`config.mk`:
```
export PLATFORM = sky130hd
export DESIGN_NAME = rst_cause_reg
export DESIGN_NICKNAME = d
export VERILOG_FILES = /design/src/rtl/rcr_pkg.sv /design/src/rtl/rcr_timed_bit.sv /design/src/rtl/rcr_cause_flags.sv /design/src/rtl/rcr_read_mux.sv /design/src/rtl/rst_cause_reg.sv
export SDC_FILE = /design/constraint.sdc
export NUM_CORES = 1
export LEC_CHECK = 0
export BUFFER_PORTS_ARGS = -buffer_cell sky130_fd_sc_hd__buf_4
export CAP_MARGIN = 20
export CORE_UTILIZATION = 35
export CTS_CLUSTER_DIAMETER = 60
export CTS_CLUSTER_SIZE = 24
export DETAILED_ROUTE_END_ITERATION = 8
export GPL_TIMING_DRIVEN = 0
export SLEW_MARGIN = 20
export SYNTH_ARGS = -nofsm -noshare
export SYNTH_HDL_FRONTEND = slang
export SYNTH_SLANG_ARGS = --single-unit
```
`constraint.sdc`:
```
create_clock -name clk_i -period 1.8 [get_ports clk_i]
set_clock_uncertainty 0.2 [all_clocks]
set_input_delay 0.36 -clock clk_i [delete_from_list [all_inputs] [get_ports clk_i]]
set_output_delay 0.36 -clock clk_i [all_outputs]
set_load 0.005 [all_outputs]
```
`src/rtl/rcr_pkg.sv`:
```
package rcr_pkg;
  localparam int unsigned REG_W   = 8;
  localparam int unsigned NUM_SRC = 5;
  localparam int unsigned BIT_DIS = 7;
  localparam int unsigned SRC_POR = 0;
  localparam int unsigned SRC_EXT = 1;
  localparam int unsigned SRC_BOD = 2;
  localparam int unsigned SRC_WDT = 3;
  localparam int unsigned SRC_DBG = 4;
  typedef logic [NUM_SRC-1:0] src_vec_t;
endpackage

```
`src/rtl/rcr_timed_bit.sv`:
```
module rcr_timed_bit #(
  parameter int unsigned WIN_CYC = 4
) (
  input  logic clk_i,
  input  logic rst_ni,
  input  logic wr_en_i,
  input  logic wr_bit_i,
  output logic bit_o
);
  localparam int unsigned CNT_W = $clog2(WIN_CYC + 1);

  logic [CNT_W-1:0] cnt_q, cnt_d;
  logic             val_q, val_d;
  logic             bit_q, bit_d;
  logic             armed_w;
  logic             val_en;

  assign armed_w = (cnt_q != '0);

  // window: arm on a first write, commit or abandon on the next write
  always_comb begin
    cnt_d  = armed_w ? cnt_q - 1'b1 : cnt_q;
    val_en = 1'b0;
    val_d  = wr_bit_i;
    bit_d  = bit_q;
    if (wr_en_i) begin
      if (armed_w) begin
        cnt_d = '0;
        if (wr_bit_i == val_q) bit_d = wr_bit_i;
      end else begin
        cnt_d  = CNT_W'(WIN_CYC);
        val_en = 1'b1;
      end
    end
  end

  always_ff @(posedge clk_i or negedge rst_ni) begin
    if (!rst_ni) begin
      cnt_q <= '0;
      val_q <= 1'b0;
      bit_q <= 1'b0;
    end else begin
      cnt_q <= cnt_d;
      bit_q <= bit_d;
      if (val_en) val_q <= val_d;
    end
  end

  assign bit_o = bit_q;

  assert_guarded_change_R3: assert property (@(posedge clk_i) disable iff (!rst_ni)
    !$stable(bit_q) |-> ($past(wr_en_i) && $past(armed_w) && ($past(wr_bit_i) == $past(val_q))));

  assert_lone_write_R4: assert property (@(posedge clk_i) disable iff (!rst_ni)
    (wr_en_i && !armed_w) |=> $stable(bit_q));

  assert_second_write_disarms_R4: assert property (@(posedge clk_i) disable iff (!rst_ni)
    (wr_en_i && armed_w) |=> !armed_w);

  assert_arm_needs_write_R4: assert property (@(posedge clk_i) disable iff (!rst_ni)
    $rose(armed_w) |-> $past(wr_en_i));
endmodule

```
`src/rtl/rcr_cause_flags.sv`:
```
module rcr_cause_flags
  import rcr_pkg::*;
(
  input  logic     clk_i,
  input  logic     rst_ni,
  input  src_vec_t evt_i,
  input  src_vec_t sw_clr_i,
  output src_vec_t flags_o
);
  src_vec_t flags_q, flags_d, clr_w;

  for (genvar i = 0; i < NUM_SRC; i++) begin : g_flag
    if (i == SRC_POR) begin : g_por
      assign clr_w[i] = sw_clr_i[i];
    end else begin : g_other
      assign clr_w[i] = sw_clr_i[i] | evt_i[SRC_POR];

      assert_por_clears_R7: assert property (@(posedge clk_i) disable iff (!rst_ni)
        (evt_i[SRC_POR] && !evt_i[i]) |=> !flags_q[i]);
    end

    // set dominates clear
    assign flags_d[i] = evt_i[i] | (flags_q[i] & ~clr_w[i]);

    always_ff @(posedge clk_i or negedge rst_ni) begin
      if (!rst_ni) flags_q[i] <= 1'b0;
      else         flags_q[i] <= flags_d[i];
    end

    assert_evt_sets_R6: assert property (@(posedge clk_i) disable iff (!rst_ni)
      evt_i[i] |=> flags_q[i]);

    assert_flag_holds_R8: assert property (@(posedge clk_i) disable iff (!rst_ni)
      (flags_q[i] && !sw_clr_i[i] && !evt_i[SRC_POR]) |=> flags_q[i]);

    assert_sw_clears_R8: assert property (@(posedge clk_i) disable iff (!rst_ni)
      (sw_clr_i[i] && !evt_i[i]) |=> !flags_q[i]);

    assert_evt_wins_R9: assert property (@(posedge clk_i) disable iff (!rst_ni)
      (evt_i[i] && sw_clr_i[i]) |=> flags_q[i]);
  end

  assign flags_o = flags_q;
endmodule

```
`src/rtl/rcr_read_mux.sv`:
```
module rcr_read_mux
  import rcr_pkg::*;
(
  input  logic             rd_en_i,
  input  logic             dis_bit_i,
  input  src_vec_t         flags_i,
  output logic [REG_W-1:0] rd_data_o
);
  logic [REG_W-1:0] image_w;

  always_comb begin
    image_w               = '0;
    image_w[NUM_SRC-1:0]  = flags_i;
    image_w[BIT_DIS]      = dis_bit_i;
    rd_data_o             = rd_en_i ? image_w : '0;
  end

  always_comb begin
    assert_gap_bits_zero_R2: assert (rd_data_o[BIT_DIS-1:NUM_SRC] == '0);
  end
endmodule

```
`src/rtl/rst_cause_reg.sv`:
```
module rst_cause_reg
  import rcr_pkg::*;
#(
  parameter int unsigned WIN_CYC = 4
) (
  input  logic       clk_i,
  input  logic       rst_ni,
  input  logic       wr_en_i,
  input  logic [7:0] wr_data_i,
  input  logic       rd_en_i,
  output logic [7:0] rd_data_o,
  input  logic       por_evt_i,
  input  logic       ext_evt_i,
  input  logic       bod_evt_i,
  input  logic       wdt_evt_i,
  input  logic       dbg_evt_i,
  input  logic       fuse_en_i,
  output logic       dbg_if_en_o
);
  src_vec_t evt_w, sw_clr_w, flags_w;
  logic     dis_w;

  always_comb begin
    evt_w          = '0;
    evt_w[SRC_POR] = por_evt_i;
    evt_w[SRC_EXT] = ext_evt_i;
    evt_w[SRC_BOD] = bod_evt_i;
    evt_w[SRC_WDT] = wdt_evt_i;
    evt_w[SRC_DBG] = dbg_evt_i;
    sw_clr_w       = wr_en_i ? ~wr_data_i[NUM_SRC-1:0] : '0;
  end

  rcr_timed_bit #(.WIN_CYC(WIN_CYC)) u_dis (
    .clk_i   (clk_i),
    .rst_ni  (rst_ni),
    .wr_en_i (wr_en_i),
    .wr_bit_i(wr_data_i[BIT_DIS]),
    .bit_o   (dis_w)
  );

  rcr_cause_flags u_flags (
    .clk_i   (clk_i),
    .rst_ni  (rst_ni),
    .evt_i   (evt_w),
    .sw_clr_i(sw_clr_w),
    .flags_o (flags_w)
  );

  rcr_read_mux u_rd (
    .rd_en_i  (rd_en_i),
    .dis_bit_i(dis_w),
    .flags_i  (flags_w),
    .rd_data_o(rd_data_o)
  );

  assign dbg_if_en_o = fuse_en_i & ~dis_w;

  assert_por_keeps_dis_R7: assert property (@(posedge clk_i) disable iff (!rst_ni)
    (por_evt_i && !wr_en_i) |=> $stable(dis_w));
endmodule

```
Word level (Yosys, flattened, before mapping)

Index checks and enable logic that the tools add are counted.

Flip-flop bits (word level): 10
Input port bits: 18
Output and inout port bits: 9
Logic and storage cells: 42

Add/subtract/negate cells: 1
Equal/unequal tests: 1
Multiplexer cells: 7
Bitwise gates (word level): 22
Reduce and logical (&&, ||, !) cells: 3

Operator list:

| operator              | number |
|---|---|
| $mux W3               | 3 |
| $or A1 B1 Y1          | 9 |
| $mux W8               | 1 |
| $and A1 B1 Y1         | 6 |
| $not A1 Y1            | 6 |
| $mux W5               | 1 |
| $not A5 Y5            | 1 |
| $reduce_and A3 Y1     | 1 |
| $reduce_bool A3 Y1    | 1 |
| $sub A3 B1 Y3 const B | 1 |
| $mux W1               | 2 |
| $reduce_bool A2 Y1    | 1 |
| $eq A1 B1 Y1          | 1 |

Logic depth before layout (Yosys ltp)

Gate-level depths: netlist (run 1).

Depth after elaboration: 6
Depth in mapped cells: 5
Mapped depth without buffers: 5

By module

A second synthesis (run 1) with hierarchy kept.

Cells, all modules: 56
Area, all modules: 558.0 µm²

By module, submodules not included:

| module          | times used | cells each | area an instance (µm²) | sequential area each (µm²) |
|---|---|---|---|---|
| rcr_timed_bit   | 1          | 26         | 269.0                  | 125.1 |
| rcr_cause_flags | 1          | 15         | 182.7                  | 125.1 |
| rcr_read_mux    | 1          | 9          | 56.3                   | 0.0 |
| rst_cause_reg   | 1          | 6          | 50.0                   | 0.0 |

Worst setup path before layout (run 1)

OpenSTA, ideal clock, no wires.

Kind: reg2reg
From: register u_dis.cnt_q[0]
To: register u_dis.val_q
Setup time: 0.125 ns
Arrival time: 1.129 ns
Slack: 0.346 ns
Stages on the path, launching flop included: 6
Buffers on the path: 0
Clock period less this slack: 1.454 ns
Path through: dfrtp_1 inv_1 ha_1 nor2b_4 nand2_2 mux2_4

Word-level cells in the longest chain between the ends: 3

RTL lines:

| item                   | RTL line            | RTL |
|---|---|---|
| from (decl)            | rcr_timed_bit.sv:12 | `logic [CNT_W-1:0] cnt_q, cnt_d;` |
| from (signal assigned) | rcr_timed_bit.sv:43 | `cnt_q <= cnt_d;` |
| $reduce_bool A3 Y1     | rcr_timed_bit.sv:18 | `assign armed_w = (cnt_q != '0);` |
| $mux W1                | rcr_timed_bit.sv:27 | `if (armed_w) begin` |
| $mux W1                | rcr_timed_bit.sv:26 | `if (wr_en_i) begin` |
| to (signal assigned)   | rcr_timed_bit.sv:45 | `if (val_en) val_q <= val_d;` |
| to (decl)              | rcr_timed_bit.sv:13 | `logic val_q, val_d;` |

No other way between the ends.
A chain may end at the register's enable or synchronous reset.

Worst setup path after layout (run 1)

Same ends and word-level chain as after synthesis.

==> flow_metrics.tcl, run 1 <==
set metrics [dict create \
    grt_overflow 0 \
    wl_per_cell_um 10.69 \
    numPortBuffers 22 \
    final_net_count 100 \
    power_leakage_nw 0.3668 \
    min_path_cells 2 \
    worstPathRequired_ns 1.75 \
    io_pins 27 \
    start_kind "flop" \
    core_area_um2 1350 \
    fp.dieArea_um2 1649 \
    postLayoutCellArea_um2 742.0 \
    grt_pass1_vias 319 \
    placed_area_um2 709.4 \
    ir_worst_vdd_mv 0.5887 \
    rows 13 \
    synth_warnings 0 \
    syn_inst 51 \
    post_cts_buffers 0 \
    place.gp.congestion 0.7662 \
    yosys.area.top_type "dfrtp_1" \
    hp-start "ext_evt_i" \
    avgViaCountPerCell 4.667 \
    seq_area_frac_synth 0.4796 \
    fp.dieW_um 40.61 \
    final_cell_mix "24 x buf_4, 10 x dfrtp_1, 6 x and2_1" \
    chipHeight_um 40.61 \
    syn_to_final_growth_pct 42.21 \
    clock_path_buffers 2 \
    htreeDepth 1 \
    cts_buffers 3 \
    slew_violations 0 \
    whs_endpoint "u_flags.flags_o[1]" \
    hold_class "primary input to flop" \
    n_antenna_cell 0 \
    postSynthAreaPerCell_um2 10.23 \
    endpoint_kind "flop" \
    period_share 0.8438 \
    clk_latency_ns 0.26 \
    setup.worst_path.start "u_dis.cnt_q[0]" \
    max_cap_viol_count 0 \
    worst_r2r_path_depth 5 \
    yosys.area.top_type_share 0.4796 \
    status "complete, no violations" \
    drt-total-wl_um 994 \
    async_reset_ff_frac 1.000 \
    regToRegSetupSlack_ns 0.28 \
    cts_sinks 10 \
    antenna_found_initial 0 \
    grt_busiest_layer "met1" \
    period_needed_ns 1.519 \
    max_freq_mhz 658.4 \
    grt_max_degree 11 \
    nFillCells 139 \
    grt_use_met3 0.08152 \
    ys_ff_latch 10 \
    rsz0062_at_grt "no" \
    ys_top_cells_by_area "dfrtp_1 48%, and2_1 7.2%, nand2b_1 6.0%, o211ai_1 5.8%, ha_1 4.8%" \
    tns_ns 0 \
    drtIter0Drc 5 \
    path_class "flop to flop" \
    final_common_cell "buf_4" \
    cts_root_buf "clkbuf_4" \
    synth_flop_cell "dfrtp_1" \
    reg2reg_to "u_dis.val_q" \
    drc 0 \
    num_vias 434 \
    drt_first_pass_iters 4 \
    fin_util 0.5496 \
    track_usage 0.1384 \
    dpl.hpwl_um 798.8 \
    ant_nets 0 \
    power_density_nw_per_um2 1070 \
    grt_use_met2 0.1825 \
    initial_utilization 0.3865 \
    drive_gt1_frac 0.3846 \
    cts_tree "built" \
    report.final.hold_viol_count 0 \
    arrival_ns 1.47 \
    setup_viol 0 \
    synth_edf_count 0 \
    critPathMaxFanout 3 \
    grt_first_pass_wirelength_mm 1.393 \
    r2r_start "u_dis.cnt_q[0]" \
    met1_usage 0.1837 \
    synth.cell_area_um2 521.8 \
    yosysUniqueCellTypes 20 \
    clk_pin_slew_ns 0.06 \
]
## synth_stat cells (2+ instances only)
library cell / number
dfrtp_1: 10
inv_1: 4
o211ai_1: 4
buf_4: 2
o21ai_0: 4
nor2_1: 3
ha_1: 2
and2_1: 6
nand2b_1: 5
## registers in the layout (all words and copies together) (netlist names)
name / flops
u_dis.bit_o: 1
u_flags.flags_o: 5
u_dis.val_q: 1
u_dis.cnt_q: 3
## area by class of cell
class / instances / area (µm²) / share of cell area
inverter: 4 / 15.01 / 0.02024
sequential: 10 / 250.2 / 0.3373
multi-input combinational: 36 / 245.2 / 0.3305
timing repair buffer: 23 / 175.2 / 0.2361
clock buffer: 3 / 22.52 / 0.03035
tap: 15 / 18.77 / 0.02530
buffer: 2 / 15.01 / 0.02024
## metal layers
metal  up-vias  part of all wire
met4         0            0.0080
li1        220                 -
met3         2             0.077
met5         -                 0
met2        18              0.48
met1       194              0.43
## report_power, final
group          internal [mW]  switching [mW]
Clock                 0.0767          0.0674
Combinational          0.182           0.141
Sequential             0.284          0.0419
Total                  0.543           0.250
## cell families after synthesis
group,count (synthesis),share of synthesized area
XOR/XNOR,1,0.01679
adder cells (fa/ha/maj),2,0.04795
buffers and inverters,6,0.05754
flip-flops,10,0.4796
other,1,0.007187
AND/OR/NAND/NOR,20,0.2326
AO/OA/AOI/OAI,9,0.1103
multiplexers,2,0.04795
## worst max-delay path by stage
| stage | slack, ns | depth (start not counted) | endpoint |
|---|---|---|---|
| global placement | 0.29 | 5 | u_dis.val_q |
| finish | 0.28 | 5 | u_dis.val_q |
| global route | 0.23 | 5 | u_dis.val_q |
| detailed placement | 0.28 | 5 | u_dis.val_q |
| floorplan | 0.35 | 5 | u_dis.val_q |
| CTS | 0.27 | 5 | u_dis.val_q |
## worst max-delay path: stages (launching register included)
cell and delay [ns]:
dfrtp_1 0.35, inv_1 0.10, ha_1 0.20, nor2b_4 0.19
nand2_2 0.08, mux2_4 0.29
## stage by stage
step	instances	hold slack, ns	setup slack [ns]	total power [mW]
finish	93	0.08684	0.2811	0.7937
global route	93	0.06177	0.2302	0.8750
CTS	93	0.08000	0.2710	0.8115
detailed placement	89	-0.002267	0.2785	0.6573
global placement	89	-0.004249	0.2927	0.6430
floorplan	52	-0.1356	0.3458	0.5512
## what timing repair did
action | in CTS | in global routing
hold endpoints to repair | 10 | 0
resized for setup | 0 | 0
hold buffers | 1 | 0
Note: power is estimated with default switching activity, not from simulation.
==> run 2: changes to the inputs <==
- PLACE_DENSITY: not set -> 0.67
- clock period: 1.8 -> 1.3 ns (I/O delays scaled with it)
==> flow_metrics.tcl, run 2 (synthesis gave the netlist of run 1 again) <==
set metrics [dict create \
    endpoint_kind "flop" \
    fin_util 0.6302 \
    cts_sinks 10 \
    drtIter0Drc 4 \
    critPathSlowestCell "dfrtp_1" \
    clock_path_buffers 2 \
    power_density_nw_per_um2 1530 \
    worst_r2r_path_depth 5 \
    fp.dieW_um 40.61 \
    chipHeight_um 40.61 \
    drt-total-wl_mm 1.077 \
    io_pins 27 \
    holdWs_ns 0.003028 \
    rsz0062_at_grt "yes" \
    arrival_ns 1.35 \
    reg2reg_to "u_dis.val_q" \
    fp.dieArea_um2 1649 \
    grt_max_degree 11 \
    crit_buf_inv 1 \
    nFillCells 114 \
    wl_per_cell_um 10.56 \
    drt_first_pass_iters 3 \
    core_area_um2 1350 \
    setup_viol 10 \
    status "complete, but fails checks" \
    crit_end "u_dis.val_q" \
    final_cell_mix "29 x buf_4, 10 x dfrtp_1, 6 x and2_1" \
    dpl.hpwl_um 765 \
    grt_overflow 0 \
    setup.worst_path.start "u_dis.cnt_q[1]" \
    path_class "flop to flop" \
    ir_worst_vdd_mv 1.138 \
    n_antenna_cell 0 \
    cts_root_buf "clkbuf_4" \
    drive_gt1_frac 0.4828 \
    finalWorstSetupSlack_ns -0.1012 \
    avgViaCountPerCell 4.431 \
    place.gp.congestion 0.7023 \
    period_needed_ns 1.401 \
    path_depth 5 \
    final_common_cell "buf_4" \
    syn_to_final_growth_pct 63.07 \
    track_usage 0.1592 \
    clk_pin_slew_ns 0.06 \
    max_cap_viol_count 0 \
    slowest_delay_ns 0.39 \
    initial_utilization 0.3865 \
    slew_violations 0 \
    htreeDepth 1 \
    max_freq_mhz 713.7 \
    r2r_start "u_dis.cnt_q[1]" \
    worstPathRequired_ns 1.25 \
    hold_class "primary input to flop" \
    ant_nets 0 \
    final_net_count 109 \
    report.final.hold_viol_count 0 \
    grt_first_pass_wirelength_mm 1.593 \
    start_kind "flop" \
    largest_reg_flops 5 \
    drc 0 \
    cts_tree "built" \
    num_vias 452 \
    numPortBuffers 22 \
    clk_latency_ns 0.26 \
    path_delay_family "flip-flops" \
    rows 13 \
    path_cells "inv_2, ha_4, nor2b_4, nand2_2, mux2_4" \
    cts_buffers 3 \
    violations "setup timing" \
    period_share 1.078 \
    power_leakage_nw 0.4137 \
    regToRegSetupSlack_ns -0.10 \
    grt_pass1_vias 396 \
    antenna_found_initial 0 \
    critPathMaxFanout 3 \
]
-- run 2: worst min path at each step --
stage	start	slack, ns	cells past startpoint	endpoint
2_1_floorplan	rst_ni	-0.24	0	u_dis.bit_o
3_3_place_gp	rst_ni	-0.10	1	u_flags.flags_o[1]
3_5_place_dp	rst_ni	-0.10	1	u_flags.flags_o[1]
4_1_cts	wr_en_i	0.002	2	u_dis.cnt_q[0]
5_1_grt	wr_en_i	-0.002	2	u_dis.cnt_q[1]
6_report	wr_en_i	0.003	2	u_dis.cnt_q[1]
-- run 2: layer usage --
metal,up-vias,GRT usage,share of wire
li1,238,-,-
met1,201,0.1706,0.42
met2,13,0.2579,0.54
met3,0,0.08152,0.049
met4,0,0.07500,0
met5,-,0,0
-- run 2: area by class of cell --
| type | instances | area, µm² | share of cell area |
|---|---|---|---|
| multi-input cells | 36 | 276.5 | 0.3250 |
| inverters | 4 | 15.01 | 0.01765 |
| clock buffers | 3 | 22.52 | 0.02647 |
| well taps | 15 | 18.77 | 0.02206 |
| plain buffers | 2 | 15.01 | 0.01765 |
| flip-flops and latches | 10 | 250.2 | 0.2941 |
| repair buffers | 32 | 252.7 | 0.2971 |
-- run 2: through the flow --
stage / instances / power [mW] / TNS, ns / setup slack, ns / cell area [µm²]
after detailed placement: 89 / 0.9394 / -0.1401 / -0.1401 / 721.9
after floorplan: 52 / 0.7961 / -0.09108 / -0.09108 / 538.0
after global placement: 89 / 0.9214 / -0.1219 / -0.1219 / 721.9
final: 102 / 1.302 / -0.5039 / -0.1012 / 850.8
after CTS: 101 / 1.281 / -0.5515 / -0.09530 / 832.0
after global routing: 102 / 1.414 / -1.155 / -0.1547 / 850.8
-- run 2: report_power, final --
part,internal [mW],switching [mW],leakage [nW],total [mW]
Clock,0.106,0.0937,0.0138,0.200
Sequential,0.394,0.0608,0.114,0.455
Combinational,0.393,0.254,0.286,0.647
-- run 2: timing repair --
item	CTS	global route
pin swaps	7	1
buffers inserted	4	1
endpoints found under the hold margin	14	0
hold buffers	5	0
endpoints found under the setup margin	8	12
gates resized for setup	2	3
==> run 3: changes to the inputs <==
- CORE_MARGIN: not set -> 3
==> flow_metrics.tcl, run 3 (synthesis gave the netlist of run 1 again) <==
set metrics [dict create \
    rsz0062_at_grt "yes" \
    clk_latency_ns 0.26 \
    path_cells "inv_2, ha_4, nor2b_4, nand2_2, mux2_4" \
    final_cell_mix "28 x buf_4, 10 x dfrtp_1, 7 x dlygate4sd3_1" \
    avgViaCountPerCell 4.561 \
    setup_viol 11 \
    largest_reg_flops 5 \
    finalWorstSetupSlack_ns -0.1335 \
    final_net_count 114 \
    ant_nets 0 \
    arrival_ns 1.39 \
    place.gp.congestion 0.6766 \
    slowest_delay_ns 0.39 \
    fin_util 0.6803 \
    fin_cells 107 \
    num_vias 488 \
    multiInputGateArea_um2 286.5 \
    critPathMaxFanout 3 \
    period_needed_ns 1.433 \
    fp.dieW_um 44.61 \
    numPortBuffers 22 \
    antenna_found_initial 0 \
    power_leakage_nw 0.4459 \
    htreeDepth 1 \
    drt_first_pass_iters 4 \
    endpoint_kind "flop" \
    io_pins 27 \
    wl_per_cell_um 11.80 \
    grt_max_degree 11 \
    drive_gt1_frac 0.5000 \
    ir_worst_vdd_mv 0.9537 \
    slew_violations 0 \
    clk_pin_slew_ns 0.07 \
    fp.dieArea_um2 1990 \
    drtIter0Drc 12 \
    status "complete, but fails checks" \
    path_class "flop to flop" \
    n_antenna_cell 0 \
    nFillCells 96 \
    max_freq_mhz 697.6 \
    track_usage 0.1372 \
    core_area_um2 1350 \
    power_mw 1.414 \
    holdWs_ns 0.007923 \
    dp.cells 89 \
    syn_to_final_growth_pct 76.02 \
    drt-total-wl_mm 1.263 \
    report.final.hold_viol_count 0 \
    clock_path_buffers 2 \
    cts_root_buf "clkbuf_4" \
    dpl.hpwl_um 846.9 \
    power_density_nw_per_um2 1539 \
    start_kind "flop" \
    final_common_cell "buf_4" \
    grt_overflow 0 \
    cts_sinks 10 \
    worstPathRequired_ns 1.25 \
    chipHeight_um 44.61 \
    hold_class "primary input to flop" \
    initial_utilization 0.3865 \
    period_share 1.103 \
    grt_pass1_vias 501 \
    rows 13 \
    critPathSlowestCell "dfrtp_1" \
    grt_first_pass_wirelength_mm 1.980 \
    violations "setup timing" \
    cts_tree "built" \
    cts_buffers 3 \
    seq_area_um2 250.2 \
    place_ws_ns -0.1369 \
    max_cap_viol_count 0 \
    drc 0 \
]
run 3: cell count changes in the layout (fill, tap and decap cells not counted):
cell           delta
a211oi_1          +1
a211oi_2          -1
and2_1            -2
and2_4            +2
buf_4             -1
buf_6             +4
dlygate4sd3_1     +2
ha_2              -1
ha_4              +1
o21ai_0           -1
o21ai_1           +1
run 3: report_power, final:
part | total [mW] | switching [mW] | leakage [nW] | internal [mW]
Combinational | 0.747 | 0.295 | 0.318 | 0.452
Clock | 0.209 | 0.102 | 0.0138 | 0.107
Sequential | 0.458 | 0.0645 | 0.114 | 0.394
Total | 1.41 | 0.462 | 0.446 | 0.952
run 3: timing repair:
item | 4_1_cts | 5_1_grt
cloned | 0 | 0
buffers inserted | 5 | 3
hold buffers | 7 | 0
pin swaps | 6 | 1
endpoints found under the hold margin | 15 | 0
endpoints found under the setup margin | 9 | 11
resized for setup | 2 | 10
run 3: per-layer routing:
layer | part of all wire | wire length, µm | up-vias | GRT usage
met5 | 0 | 0 | - | 0
met4 | 0 | 0 | 0 | 0.07229
met3 | 0.052 | 66 | 0 | 0.04065
met2 | 0.55 | 690 | 12 | 0.2292
met1 | 0.40 | 505 | 228 | 0.1554
li1 | - | - | 248 | -
run 3: final timing paths:
path | end | slack, ns | start | cells after the start
worst max-delay path | u_dis.val_q | -0.13 | u_dis.cnt_q[1] | 5
worst min-delay path | u_dis.cnt_q[2] | 0.008 | wr_en_i | 2
worst max register to register | u_dis.val_q | -0.13 | u_dis.cnt_q[1] | 5
worst min register to register | u_flags.flags_o[0] | 0.30 | u_flags.flags_o[0] | 2
max in group asynchronous | u_flags.flags_o[2] | 0.60 | rst_ni | 2
min in group asynchronous | u_flags.flags_o[1] | 0.15 | rst_ni | 2
run 3: cell type report:
cell class / instances / share of cell area
flip-flops and latches: 10 / 0.2725
inverters: 4 / 0.01635
repair buffers: 37 / 0.3379
clock buffers: 3 / 0.02452
multi-input cells: 36 / 0.3120
well taps: 15 / 0.02044
plain buffers: 2 / 0.01635
run 3: worst max-delay path, delay by kind of cell (launching register included):
family	cells	cell delay (ns)
AND/OR/NAND/NOR	2	0.23
flip-flops	1	0.39
adder cells (fa/ha/maj)	1	0.14
multiplexers	1	0.29
buffers and inverters	1	0.08
run 3: through the flow:
step                      setup TNS (ns)  cell area, µm²
after floorplan                 -0.09108           538.0
after global placement           -0.1224           721.9
after detailed placement         -0.1369           721.9
after CTS                        -0.5856           859.6
after global routing              -1.168           918.4
final                            -0.6280           918.4
